## config.mk

```make
export PLATFORM = sky130hd
export DESIGN_NAME = sio_cfg_port
export DESIGN_NICKNAME = d
export VERILOG_FILES = /design/src/rtl/sio_cfg_pkg.sv /design/src/rtl/sio_cfg_lock.sv /design/src/rtl/sio_cfg_glob.sv /design/src/rtl/sio_cfg_bank.sv /design/src/rtl/sio_cfg_port.sv
export SDC_FILE = /design/constraint.sdc
export NUM_CORES = 1
export LEC_CHECK = 0
export BUFFER_PORTS_ARGS = -buffer_cell sky130_fd_sc_hd__buf_2
export CAP_MARGIN = 20
export CORE_MARGIN = 3
export CORE_UTILIZATION = 30
export DETAILED_ROUTE_END_ITERATION = 12
export PLACE_DENSITY = 0.53
export SETUP_SLACK_MARGIN = 0.4
export SKIP_CTS_REPAIR_TIMING = 1
export SYNTH_ARGS = -nofsm -noshare
export SYNTH_HDL_FRONTEND = slang
export SYNTH_SLANG_ARGS = --single-unit
```

## constraint.sdc

```tcl
create_clock -name clk -period 3.2 [get_ports clk]
set_input_delay 0.32 -clock clk [delete_from_list [all_inputs] [get_ports clk]]
set_output_delay 0.32 -clock clk [all_outputs]
set_load 0.02 [all_outputs]
```

## src/rtl/sio_cfg_pkg.sv

```systemverilog
package sio_cfg_pkg;
    typedef enum logic [1:0] {
        ST_LOCKED = 2'd0,
        ST_KEY1   = 2'd1,
        ST_OPEN   = 2'd2
    } lock_st_e;

    localparam logic [7:0]  KEY_ENTER     = 8'h87;
    localparam logic [7:0]  KEY_EXIT      = 8'hAA;
    localparam logic [7:0]  IDX_LDN       = 8'h07;
    localparam logic [7:0]  IDX_ID_HI     = 8'h20;
    localparam logic [7:0]  IDX_ID_LO     = 8'h21;
    localparam logic [7:0]  IDX_GOPT      = 8'h24;
    localparam logic [7:0]  IDX_PINMUX    = 8'h2C;
    localparam logic [7:0]  IDX_BANK_EN   = 8'h30;
    localparam logic [7:0]  IDX_BANK_BASE = 8'hE0;
    localparam logic [11:0] CHIP_ID_HI12  = 12'hA23;
endpackage

```

## src/rtl/sio_cfg_lock.sv

```systemverilog
module sio_cfg_lock
    import sio_cfg_pkg::*;
(
    input  logic       clk,
    input  logic       rst_n,
    input  logic       idx_wr,
    input  logic [7:0] wdata,
    output logic       unlocked
);
    lock_st_e state_q, state_d;

    always_ff @(posedge clk or negedge rst_n) begin
        if (!rst_n) state_q <= ST_LOCKED;
        else        state_q <= state_d;
    end

    always_comb begin
        state_d = state_q;
        if (idx_wr) begin
            unique case (state_q)
                ST_LOCKED: if (wdata == KEY_ENTER) state_d = ST_KEY1;
                ST_KEY1:   state_d = (wdata == KEY_ENTER) ? ST_OPEN : ST_LOCKED;
                ST_OPEN:   if (wdata == KEY_EXIT) state_d = ST_LOCKED;
                default:   state_d = ST_LOCKED;
            endcase
        end
    end

    always_comb begin
        unlocked = (state_q == ST_OPEN);
    end


    key_seq_chk: assert property (@(posedge clk) disable iff (!rst_n)
        $rose(unlocked) |-> $past(idx_wr && wdata == KEY_ENTER));


    single_key_chk: assert property (@(posedge clk) disable iff (!rst_n)
        (state_q == ST_LOCKED) |=> (state_q != ST_OPEN));


    lock_exit_chk: assert property (@(posedge clk) disable iff (!rst_n)
        (unlocked && idx_wr && wdata == KEY_EXIT) |=> !unlocked);
endmodule

```

## src/rtl/sio_cfg_glob.sv

```systemverilog
module sio_cfg_glob
    import sio_cfg_pkg::*;
#(
    parameter logic [3:0] REV = 4'h0
)(
    input  logic       clk,
    input  logic       rst_n,
    input  logic       wr_en,
    input  logic [7:0] idx,
    input  logic [7:0] wdata,
    output logic [7:0] ldn,
    output logic [1:0] pin_func,
    output logic       fdc_en,
    output logic [7:0] rdata
);
    logic [7:0] ldn_q, gopt_q, pinmux_q;

    always_ff @(posedge clk or negedge rst_n) begin
        if (!rst_n) begin
            ldn_q    <= 8'h00;
            gopt_q   <= 8'h00;
            pinmux_q <= 8'h00;
        end else if (wr_en) begin
            if (idx == IDX_LDN)    ldn_q    <= wdata;
            if (idx == IDX_GOPT)   gopt_q   <= wdata;
            if (idx == IDX_PINMUX) pinmux_q <= wdata;
        end
    end

    always_comb begin
        unique case (idx)
            IDX_LDN:    rdata = ldn_q;
            IDX_ID_HI:  rdata = CHIP_ID_HI12[11:4];
            IDX_ID_LO:  rdata = {CHIP_ID_HI12[3:0], REV};
            IDX_GOPT:   rdata = gopt_q;
            IDX_PINMUX: rdata = pinmux_q;
            default:    rdata = 8'h00;
        endcase
    end

    assign ldn      = ldn_q;
    assign pin_func = pinmux_q[1:0];
    assign fdc_en   = gopt_q[1];


    fdc_track_chk: assert property (@(posedge clk) disable iff (!rst_n)
        (wr_en && idx == IDX_GOPT) |=> (fdc_en == $past(wdata[1])));
endmodule

```

## src/rtl/sio_cfg_bank.sv

```systemverilog
module sio_cfg_bank
    import sio_cfg_pkg::*;
#(
    parameter int NUM_LDN = 16,
    parameter int BANK_N  = 4
)(
    input  logic                      clk,
    input  logic                      rst_n,
    input  logic                      wr_en,
    input  logic [7:0]                idx,
    input  logic [7:0]                ldn,
    input  logic [7:0]                wdata,
    output logic [NUM_LDN-1:0]        dev_active,
    output logic [NUM_LDN*BANK_N*8-1:0] dev_bank,
    output logic [7:0]                rdata
);
    localparam int LDN_W = (NUM_LDN > 1) ? $clog2(NUM_LDN) : 1;

    logic [7:0]           hi_off;
    logic                 hi_sel, en_sel, ldn_ok;
    logic [LDN_W-1:0]     sel;
    logic [NUM_LDN*8-1:0] en_all;

    assign hi_off = idx - IDX_BANK_BASE;
    assign hi_sel = (idx >= IDX_BANK_BASE) && ({1'b0, hi_off} < 9'(BANK_N));
    assign en_sel = (idx == IDX_BANK_EN);
    assign ldn_ok = ({1'b0, ldn} < 9'(NUM_LDN));
    assign sel    = ldn[LDN_W-1:0];

    for (genvar d = 0; d < NUM_LDN; d++) begin : g_dev
        logic hit_dev;
        logic [7:0] en_q;
        assign hit_dev = wr_en && ldn_ok && (ldn == 8'(d));

        always_ff @(posedge clk or negedge rst_n) begin
            if (!rst_n)                 en_q <= 8'h00;
            else if (hit_dev && en_sel) en_q <= wdata;
        end
        assign en_all[d*8 +: 8] = en_q;
        assign dev_active[d]    = en_q[0];

        for (genvar r = 0; r < BANK_N; r++) begin : g_reg
            logic [7:0] val_q;
            always_ff @(posedge clk or negedge rst_n) begin
                if (!rst_n)
                    val_q <= 8'h00;
                else if (hit_dev && hi_sel && (hi_off == 8'(r)))
                    val_q <= wdata;
            end
            assign dev_bank[(d*BANK_N + r)*8 +: 8] = val_q;
        end
    end

    always_comb begin
        rdata = 8'h00;
        if (ldn_ok) begin
            if (en_sel)      rdata = en_all[int'(sel)*8 +: 8];
            else if (hi_sel) rdata = dev_bank[(int'(sel)*BANK_N + int'(hi_off))*8 +: 8];
        end
    end


    bad_ldn_hold_chk: assert property (@(posedge clk) disable iff (!rst_n)
        (!ldn_ok) |=> $stable(dev_active));
endmodule

```

## src/rtl/sio_cfg_port.sv

```systemverilog
module sio_cfg_port
    import sio_cfg_pkg::*;
#(
    parameter int          ADDR_W   = 16,
    parameter int          NUM_LDN  = 16,
    parameter int          BANK_N   = 4,
    parameter logic [15:0] BASE_PRI = 16'h002E,
    parameter logic [15:0] BASE_ALT = 16'h004E,
    parameter logic [3:0]  REV      = 4'h0
)(
    input  logic                        clk,
    input  logic                        rst_n,
    input  logic                        alt_base,
    input  logic [ADDR_W-1:0]           bus_addr,
    input  logic                        bus_wr,
    input  logic                        bus_rd,
    input  logic [7:0]                  bus_wdata,
    output logic [7:0]                  bus_rdata,
    output logic                        bus_hit,
    output logic                        cfg_unlocked,
    output logic [1:0]                  pin_func,
    output logic                        fdc_en,
    output logic [NUM_LDN-1:0]          dev_active,
    output logic [NUM_LDN*BANK_N*8-1:0] dev_bank
);
    logic [ADDR_W-1:0] base;
    logic              hit_idx, hit_dat, idx_wr, dat_wr;
    logic [7:0]        idx_q, ldn, glob_rdata, bank_rdata;

    assign base    = alt_base ? ADDR_W'(BASE_ALT) : ADDR_W'(BASE_PRI);
    assign hit_idx = (bus_addr == base);
    assign hit_dat = (bus_addr == base + ADDR_W'(1));
    assign bus_hit = (bus_wr || bus_rd) && (hit_idx || hit_dat);
    assign idx_wr  = bus_wr && hit_idx;
    assign dat_wr  = bus_wr && hit_dat && cfg_unlocked;

    sio_cfg_lock u_lock (
        .clk      (clk),
        .rst_n    (rst_n),
        .idx_wr   (idx_wr),
        .wdata    (bus_wdata),
        .unlocked (cfg_unlocked)
    );

    always_ff @(posedge clk or negedge rst_n) begin
        if (!rst_n)
            idx_q <= 8'h00;
        else if (idx_wr && cfg_unlocked && bus_wdata != KEY_EXIT)
            idx_q <= bus_wdata;
    end

    sio_cfg_glob #(.REV(REV)) u_glob (
        .clk      (clk),
        .rst_n    (rst_n),
        .wr_en    (dat_wr && (idx_q < IDX_BANK_EN)),
        .idx      (idx_q),
        .wdata    (bus_wdata),
        .ldn      (ldn),
        .pin_func (pin_func),
        .fdc_en   (fdc_en),
        .rdata    (glob_rdata)
    );

    sio_cfg_bank #(.NUM_LDN(NUM_LDN), .BANK_N(BANK_N)) u_bank (
        .clk        (clk),
        .rst_n      (rst_n),
        .wr_en      (dat_wr && (idx_q >= IDX_BANK_EN)),
        .idx        (idx_q),
        .ldn        (ldn),
        .wdata      (bus_wdata),
        .dev_active (dev_active),
        .dev_bank   (dev_bank),
        .rdata      (bank_rdata)
    );

    always_comb begin
        bus_rdata = 8'h00;
        if (bus_rd && (hit_idx || hit_dat)) begin
            if (!cfg_unlocked)          bus_rdata = 8'hFF;
            else if (hit_idx)           bus_rdata = idx_q;
            else if (idx_q < IDX_BANK_EN) bus_rdata = glob_rdata;
            else                        bus_rdata = bank_rdata;
        end
    end


    locked_read_chk: assert property (@(posedge clk) disable iff (!rst_n)
        (bus_rd && bus_hit && !cfg_unlocked) |-> (bus_rdata == 8'hFF));


    locked_hold_chk: assert property (@(posedge clk) disable iff (!rst_n)
        !cfg_unlocked |=> ($stable(pin_func) && $stable(fdc_en) && $stable(dev_active)));


    miss_read_chk: assert property (@(posedge clk) disable iff (!rst_n)
        (bus_rd && !bus_hit) |-> (bus_rdata == 8'h00));
endmodule

```

# Yosys cells after proc, flatten, opt, wreduce, memory -nomap -nowiden
# Cells that the tools add are included.
# op_classes
add_sub_neg,3
n_mul,0
div,0
magnitude_cmp,5
n_eq_ne,33
shifts,2
mux,13
bitwise_logic,0
reduce_logical,132
# ops
operator,count
$shiftx 512x32->8,1
$shiftx 128x8->8,1
$logic_and 1x1->1,123
$eq 8x4->1 const B,8
$mux 8,7
$eq 8x3->1 const B,5
$eq 8x6->1 const B,5
$pmux 8 s5,1
$eq 8x2->1 const B,4
$eq 16x7->1,1
$eq 16x8->1,1
$eq 8x1->1 const B,2
$eq 8x8->1 const B,2
$logic_not 8->1,2
$add 6x8->9,1
$add 7x1->8 const B,1
$ge 8x6->1 const B,1
$ge 8x8->1 const B,1
$lt 8x3->1 const B,1
$lt 8x5->1 const B,1
$lt 8x6->1 const B,1
$ne 8x8->1 const B,1
$sub 8x8->8 const B,1
$mux 7,1
9 further kinds,15
# totals
reg_bits,674
latchBits,0
mem_bits_rw,0
romBits,0
out_inout_bits,541
elab_cells,273
n_memories,0

# Logic depth before layout (Yosys ltp)
# Gate-level depths: netlist of run 1.
# logic_depth
word_depth,10
depth_mapped,11

# Cells and area by module
# Synthesis of run 1 repeated with hierarchy kept, for this count alone.
# hier_totals
hier_cells,2082
hier_area_um2,31760.5
# modules_own_cells
module,n_inst,cells_each,area_per_inst_um2
sio_cfg_bank,1,1901,29608.4
sio_cfg_glob,1,94,1248.7
sio_cfg_port,1,76,774.5
sio_cfg_lock,1,11,128.9

# Least setup slack after synthesis of run 1
# No wires, ideal clock.
# synth_path
path_type,reg-to-output
from,"reg u_glob.ldn_q[1], in the netlist u_glob.ldn[1]"
to,out bus_rdata[5]
arrival_ns,3.188
required_ns,2.880
setup_slack_ns,-0.308
path_stages_with_launch,10
path_cell_list,dfrtp_1 buf_2 inv_1 fa_1 xnor2_1 clkbuf_1 mux4_2 mux4_2 a22o_1 o221a_1
# synth_via
elab_chain_len,9
word_cells_on_any_way,11
cone_classes,1 x add/sub; 1 x order compare; 2 x shift; 7 x mux
# synth_lines
element,line,text
from (decl),sio_cfg_glob.sv:16,"logic [7:0] ldn_q, gopt_q, pinmux_q;"
from (signal assigned),sio_cfg_glob.sv:24,if (idx == IDX_LDN) ldn_q <= wdata;
$add 6x8->9,sio_cfg_bank.sv:58,else if (hi_sel) rdata = dev_bank[(int'(sel)*BANK_N + int'(hi_off))*8 +: 8];
$shiftx 512x32->8,sio_cfg_bank.sv:58,
$mux 8,sio_cfg_bank.sv:58,
$mux 8,sio_cfg_bank.sv:57,if (en_sel) rdata = en_all[int'(sel)*8 +: 8];
$mux 8 *,sio_cfg_bank.sv:56,if (ldn_ok) begin
$mux 8 *,sio_cfg_port.sv:81,else if (idx_q < IDX_BANK_EN) bus_rdata = glob_rdata;
$mux 8 *,sio_cfg_port.sv:80,else if (hit_idx) bus_rdata = idx_q;
$mux 8 *,sio_cfg_port.sv:79,if (!cfg_unlocked) bus_rdata = 8'hFF;
$mux 8 *,sio_cfg_port.sv:78,if (bus_rd && (hit_idx || hit_dat)) begin
to (decl),sio_cfg_port.sv:18,"output logic [7:0] bus_rdata,"
# Every way passes the cells marked *; elsewhere a longest branch is shown, timed or not.

# Final worst setup path of run 1
# layout_path
from,"reg u_glob.ldn_q[0], in the netlist u_glob.ldn[0]"
to,out bus_rdata[7]
# Same word-level chain as after synthesis.

==> summary.md, run 1 <==
| Metric | Value |
|---|---|
| Largest family of logic cells by synthesized area | multiplexers |
| CTS Sinks | 674 |
| Mapped cell area | 0.0317 mm^2 |
| Die width | 331 um |
| Flip-flop and latch area | 0.0169 mm^2 |
| GP Congestion | 0.903 |
| Delay-heaviest family, CP | multiplexers |
| Worst-path clk slew | 60 ps |
| Synth Register Bits | 674 |
| Critical Path, Cell by Cell | ha_2 -> inv_2 -> fa_2 -> xnor2_4 -> buf_12 -> clkbuf_16 -> mux4_2 -> mux4_2 -> a22o_4 -> o221a_4 -> buf_6 |
| Pwr per Cell Area | 430 mW/mm^2 |
| Gr ovfl total | 0 |
| DRC viols | 0 |
| Worst EP arrival | 3770 ps |
| Synthesized area per cell | 15.2 um^2 |
| Critical-path maximum fanout | 8 |
| # Max-Cap Violations | 0 |
| Final worst slack | -893 ps |
| Synth Warn # | 0 |
| Post-synthesis cell count | 2089 |
| Peak supply drop | 337 uV |
| Fin crit share | 1.28 |
| Drt pass-1 iters | 5 |
| DR iter-0 viols | 1559 |
| Area leader, netlist | dfrtp_1 |
| Final Max Tran Viols | 0 |
| CTS buffer count | 81 |
| Worst path slowest cell | mux4_2 |
| Routed WL | 130000 um |
| Clk_lat worst skew | 650 ps |
| Worst-Margin Slew | 1090 ps |
| Critical path class | reg -> out |
| EDFF count, synth | 0 |
| TritonCTS clock tree | done |
| Final ANT Viol Nets | 0 |
| Port buffer count | 569 |
| Top cells by count, synth | mux2_2 (678), dfrtp_1 (674), mux4_2 (171) |
| Fmax | 244 MHz |
| CP most frequent cell | mux4_2 |
| Relative slew slack | 0.271 |
| Clock skew | 25.2 ps |
| First-pass GRT wire length | 183000 um |
| Critical path buffer and inverter count | 4 |
| LEAKAGE | 22.1 nW |
| Asr flop ratio synth | 1.00 |
| Setup violators final | 8 |
| Die footprint | 0.110 mm^2 |
| Synthesis-to-layout area growth | 34.0% |
| Core Region | 0.104 mm^2 |
| Average wire per standard cell | 30.2 um |
| Yosys top cell area share | 0.532 |
| Share of layout cells above drive strength 1 | 0.670 |
| Syn nets | 2124 |
| Initial antenna violation count | 5 |
| Final min period | 4090 ps |
| Status | complete, but fails checks |
| Worst Hold Class | in -> reg |
| Post-Synth Adder-Cell Area | 0.00260 |
| Largest cells by area after synthesis | dfrtp_1 (53%), mux2_2 (24%), mux4_2 (12%), clkbuf_1 (1.3%), nand2_1 (0.98%) |
| FILL cells | 9846 |
| Compound-Gate Fraction of Synth Area | 0.0298 |
| Post-route design area | 0.0425 mm^2 |
| Distinct cell type count after synthesis | 67 |
| FP Rows | 118 |
| Overall power | 0.0183 W |
| Unrepaired setup endpoints after global routing | yes |
| Sequential-to-total area share from yosys stat | 0.532 |
| Vias in the first global route | 24000 |
| Startpoint Class | register |
| Critical Path Max Stage Delay | 550 ps |
| Multi-input logic area | 0.0149 mm^2 |
| Ports | 570 |
| Maximum root-to-sink buffer count | 3 |
| Starting density of the core | 0.304 |
| CP required | 2880 ps |
| Vias | 22700 |
| Multiplexer area fraction after synthesis | 0.364 |
| Via density | 5.25 |
| Die Y | 331 um |
| CP endpoint kind | output port |
| Main synth FF type | dfrtp_1 |
| Hold Vio Cnt, Final | 0 |
| Largest net degree at the start of global routing | 99 |
| Placed inst area | 0.0385 mm^2 |
| Max H-tree Level | 3 |
| Xor and xnor area share after synthesis | 0.000828 |
| Gr usage total | 0.229 |
| Synth Area in Simple Gates | 0.0471 |
| Hpwl dp | 96100 um |
| Root buffer cell | clkbuf_16 |
| Nets | 2901 |
| Cell with the most instances after synthesis | mux2_2 |
| Violated checks | setup timing |
-- kinds of logic after synthesis --
family	after synthesis
xor gates and xnor gates	3
AOI/OAI and AO/OA	122
adders and majority gates	6
and+or+nand+nor	254
buffers and inverters	176
DFF	674
muxes	854
-- cell type report --
| cell class | count | share of cell area |
|---|---|---|
| flip-flops and latches | 674 | 0.397 |
| multi-input cells | 1239 | 0.351 |
| repair buffers | 860 | 0.146 |
| clock buffers | 112 | 0.0549 |
| well taps | 1380 | 0.0406 |
| clock inverters | 35 | 0.00874 |
| inverters | 10 | 0.000971 |
| diodes | 3 | 0.000177 |
-- metrics by stage --
step                      utilization  TNS [ps]  cells  hold WS, ps  setup slack (ps)
final                           0.408     -6390   4313         58.7              -893
after global routing            0.408     -7130   4311         28.6              -983
after CTS                       0.395     -8170   4285         -295             -1120
after detailed placement        0.369     -2390   4138          422              -393
after global placement          0.369     -1970   4138          406              -317
after floorplan                     -         0   2089         24.4               119
-- registers in the layout, indices dropped and copies added, names as in the netlist --
name	cells
idx_q	8
u_lock.state_q	2
u_glob.pinmux_q	8
u_bank.g_dev.g.val_q	512
u_glob.gopt_q	8
u_bank.g_dev.en_q	128
u_glob.ldn	8
-- cell usage in the layout (no fill, tap or decap), types with 7 or more instances in the layout --
| cell type | count |
|---|---|
| clkinv_2 | 17 |
| nor2_1 | 29 |
| mux2_4 | 83 |
| nor3_2 | 9 |
| buf_12 | 68 |
| mux2_2 | 595 |
| clkbuf_16 | 88 |
| buf_2 | 552 |
| nor2_2 | 16 |
| clkbuf_1 | 14 |
| dfrtp_1 | 671 |
| and2_1 | 8 |
| o21ai_0 | 15 |
| buf_6 | 37 |
| a22oi_1 | 28 |
| clkbuf_8 | 15 |
| nand2_1 | 64 |
| nand2b_1 | 8 |
| nor3_1 | 7 |
| a22o_1 | 19 |
| buf_4 | 192 |
| nand2_4 | 13 |
| nand3_1 | 18 |
| nor3_4 | 22 |
| mux4_2 | 171 |
| inv_1 | 7 |
-- power breakdown --
part	leakage [nW]	switching (W)	internal [W]
combinational	11.3	0.000360	0.0000634
sequential	9.42	0.0000000000612	0.00853
clock	1.33	0.00380	0.00553
total	22.1	0.00416	0.0141
-- final timing paths --
check | cells past startpoint | startpoint | endpoint | slack, ps
max reg2reg | 8 | u_glob.ldn[6] | u_bank.g_dev[8].g_reg[3].val_q[0] | 310
max | 11 | u_glob.ldn[0] | bus_rdata[7] | -890
min in group asynchronous | 2 | rst_n | u_bank.g_dev[9].g_reg[0].val_q[2] | 260
max in group asynchronous | 3 | rst_n | u_bank.g_dev[7].en_q[0] | 1880
min | 2 | bus_wdata[5] | u_bank.g_dev[12].g_reg[0].val_q[5] | 60
min reg2reg | 1 | u_bank.g_dev[6].en_q[3] | u_bank.g_dev[6].en_q[3] | 500
-- worst reg2reg max path: stages, from the launching register on --
cell and delay (ps):
dfrtp_1 370, or4_1 600, a21o_1 230, buf_4 180
or3_4 450, nor2_1 260, nand2_1 190, buf_4 210
mux2_2 280
-- per-layer routing --
layer,vias up,wire (um),track usage,share of wire
met1,12200,51300,0.280,0.39
met3,234,9140,0.0600,0.070
li1,9438,-,-,-
met2,813,63700,0.385,0.49
met5,-,0,0,0
met4,0,6060,0.0907,0.047
(Power assumes the default switching activity.)
==> run 2, diff against run 1 <==
- PLACE_DENSITY: 0.53 -> 0.51
- clock period: 3.2 -> 4.7 ns (I/O delays scaled with it)
==> run 2 against run 1 <==
Against the previous run:
- the flow now finishes without violations
- critical endpoint is now bus_rdata[5]
- largest cell class unchanged
- worst hold slack improved by 140 ps
- non-clock buffer count decreased by 200
- highest routed layer unchanged
- core utilization decreased by 2.9 points
- global-route usage decreased by 0.11 points
==> summary.md, run 2 (same netlist as run 1, synthesis figures left out) <==
| Metric | Value |
|---|---|
| M2 GR Usage | 0.389 (+0.00332) |
| Pre-CTS WS | 502 ps (+895 ps) |
| Comb pwr share | 0.023 (about the same) |
| Clock skew | 26.8 ps (+1.56 ps) |
| Status | completed |
| Switching Share | 0.227 (-0.000376) |
| Fmax | 228 MHz |
| Die Y | 331 um (unchanged) |
| Unrepaired setup endpoints after global routing | yes |
| Routed WL | 130000 um (-0.49%) |
| Most frequent cells in the layout | mux2_2 (678), dfrtp_1 (668), buf_2 (559) |
| Final core utilization | 0.379 (-0.0294) |
| Worst EP arrival | 3920 ps (+150 ps) |
| Worst Hold End | u_bank.g_dev[12].g_reg[2].val_q[7] |
| Final Max Tran Viols | 0 (unchanged) |
| GP Congestion | 0.906 (+0.24%) |
| Average wire per standard cell | 31.6 um (+4.5%) |
| Die width | 331 um (unchanged) |
| Core Region | 0.104 mm^2 (unchanged) |
| Gr ovfl total | 0 (unchanged) |
| Overall power | 0.0123 W (-33%) |
| Leading registers by flop count | u_bank.g_dev.g.val_q: 512 flops, u_bank.g_dev.en_q: 128 flops |
| Initial antenna violation count | 2 (-3) |
| Final min period | 4390 ps |
| CP required | 4230 ps (+1350 ps) |
| Critical-path maximum fanout | 6 (-2) |
| LEAKAGE | 20.2 nW (-8.5%) |
| Port buffer count | 569 (unchanged) |
| Root buffer cell | clkbuf_16 |
| Internal power | 0.00949 W (-33%) |
| Crit path launch | u_glob.ldn[0] |
| Final ANT Viol Nets | 0 (unchanged) |
| Clk_lat worst skew | 650 ps (about the same) |
| Worst-case reg-to-reg path depth | 6 (-2) |
| Peak supply drop | 239 uV (-29%) |
| Drt pass-1 iters | 6 (+1) |
| Largest net degree at the start of global routing | 104 (+5.1%) |
| Gr usage total | 0.228 (-0.00111) |
| Pwr per Cell Area | 311 mW/mm^2 (-28%) |
| Hpwl dp | 93300 um (-3.0%) |
| Psw | 0.00279 W (-33%) |
| FP Rows | 118 (unchanged) |
| Ports | 570 (unchanged) |
| Synthesis-to-layout area growth | 24.3% |
| Via density | 5.32 (+1.3%) |
| Routing usage on met3 | 0.0702 (+0.0102) |
| Worst hold slack | 201 ps (+143 ps) |
| CTS Sinks | 674 (unchanged) |
| Seq pwr share | 0.473 (+0.007) |
| Post-route design area | 0.0395 mm^2 (-7.2%) |
| Hold Vio Cnt, Final | 0 (unchanged) |
| Worst-path clk slew | 60 ps (about the same) |
| Starting density of the core | 0.304 (unchanged) |
| Relative slew slack | 0.249 (-0.0213) |
| CTS buffer count | 81 (unchanged) |
| RR Endpoint | u_bank.g_dev[2].g_reg[2].val_q[4] |
| Startpoint Class | register |
| Final worst slack | 315 ps (+1210 ps) |
| Maximum root-to-sink buffer count | 3 (unchanged) |
| Share of layout cells above drive strength 1 | 0.628 (-0.0426) |
| GRT busiest layer | met2 |
| Vias in the first global route | 22900 (-4.5%) |
| Max H-tree Level | 3 (unchanged) |
| RR Startpoint | u_glob.ldn[7] |
| Placed inst area | 0.0363 mm^2 (-5.7%) |
| Most flops, register | u_bank.g_dev.g.val_q |
| FILL cells | 10000 (+1.9%) |
| First-pass GRT wire length | 181000 um (-1.2%) |
| Largest register FFs | 512 (unchanged) |
| Fin crit share | 0.933 |
| Nets | 2701 (-6.9%) |
| Worst Hold Class | in -> reg |
| Setup violators final | 0 (-8) |
| CP endpoint kind | output port |
| Met1 Use GR | 0.271 (-0.00884) |
| Hold Startpoint | bus_wdata[7] |
| DR iter-0 viols | 1486 (-4.7%) |
| Die footprint | 0.110 mm^2 (unchanged) |
| TritonCTS clock tree | done |
| R2R setup slack | 760 ps (+450 ps) |
| Vias | 21900 (-3.5%) |
| Critical path class | reg -> out |
| Worst-Margin Slew | 1130 ps (+32.0 ps) |
| Clk network pwr share | 0.505 (-0.005) |
| # Max-Cap Violations | 0 (unchanged) |
| Most common cell after layout, fill and taps aside | mux2_2 |
| DRC viols | 0 (unchanged) |
| Hold path depth | 2 (unchanged) |
==> run 2: cell count changes in the layout (fill, tap and decap cells not counted), moves of 13 or more <==
cell	previous run	this run
nor2_1	29	43
mux2_4	83	0
mux2_2	595	678
nand2_4	13	0
buf_6	37	5
buf_12	68	14
nand2_1	64	82
buf_4	192	74
==> run 2: final cells by class <==
cell class / instances / area, um^2 / area share
Antenna cell: 3 / 7.51 / 0.000190
Clock buffer: 114 / 2310 / 0.0586
Clock inverter: 27 / 289 / 0.00732
Inverter: 10 / 41.3 / 0.00105
Multi-Input combinational cell: 1239 / 14400 / 0.364
Sequential cell: 674 / 16900 / 0.428
Tap cell: 1380 / 1730 / 0.0438
Timing Repair Buffer: 660 / 3850 / 0.0976
==> run 2: stage by stage <==
step | TNS (ps) | instances
after detailed placement | 0 | 3938
after floorplan | 0 | 2089
after global routing | 0 | 4105
after CTS | -1040 | 4079
after global placement | 0 | 3938
final | 0 | 4107
==> run 2: layer usage <==
metal / share of wire / wire [um] / vias to the layer above
met1: 0.39 / 50100 / 11900
met5: 0 / 0 / -
met3: 0.073 / 9410 / 199
met4: 0.040 / 5150 / 0
li1: - / - / 9032
met2: 0.50 / 64900 / 742
==> run 2: worst max-delay path, stage by stage, from the launching register on <==
cell       delay [ps]
dfrtp_2           410
ha_4              150
inv_2              40
fa_2              450
xnor2_4           220
buf_12            170
clkbuf_16         180
mux4_2            330
mux4_2            520
a22o_4            300
o221a_4           330
buf_6             150
==> run 2: worst max path at each step <==
stage / end / slack, ps / cells after the start
5_1_grt: bus_rdata[0] / 250 / 8
4_1_cts: bus_rdata[5] / -200 / 9
3_5_place_dp: bus_rdata[7] / 500 / 9
3_3_place_gp: bus_rdata[3] / 520 / 7
2_1_floorplan: bus_rdata[5] / 1040 / 9
6_report: bus_rdata[5] / 310 / 11
==> run 2: power by group through the flow <==
stage	registers, W	clock network (W)	logic (W)
floorplan	0.00591	0	0.0000675
global placement	0.00591	0	0.000277
detailed placement	0.00591	0	0.000287
CTS	0.00580	0.00635	0.000288
global route	0.00580	0.00657	0.000307
finish	0.00580	0.00620	0.000276
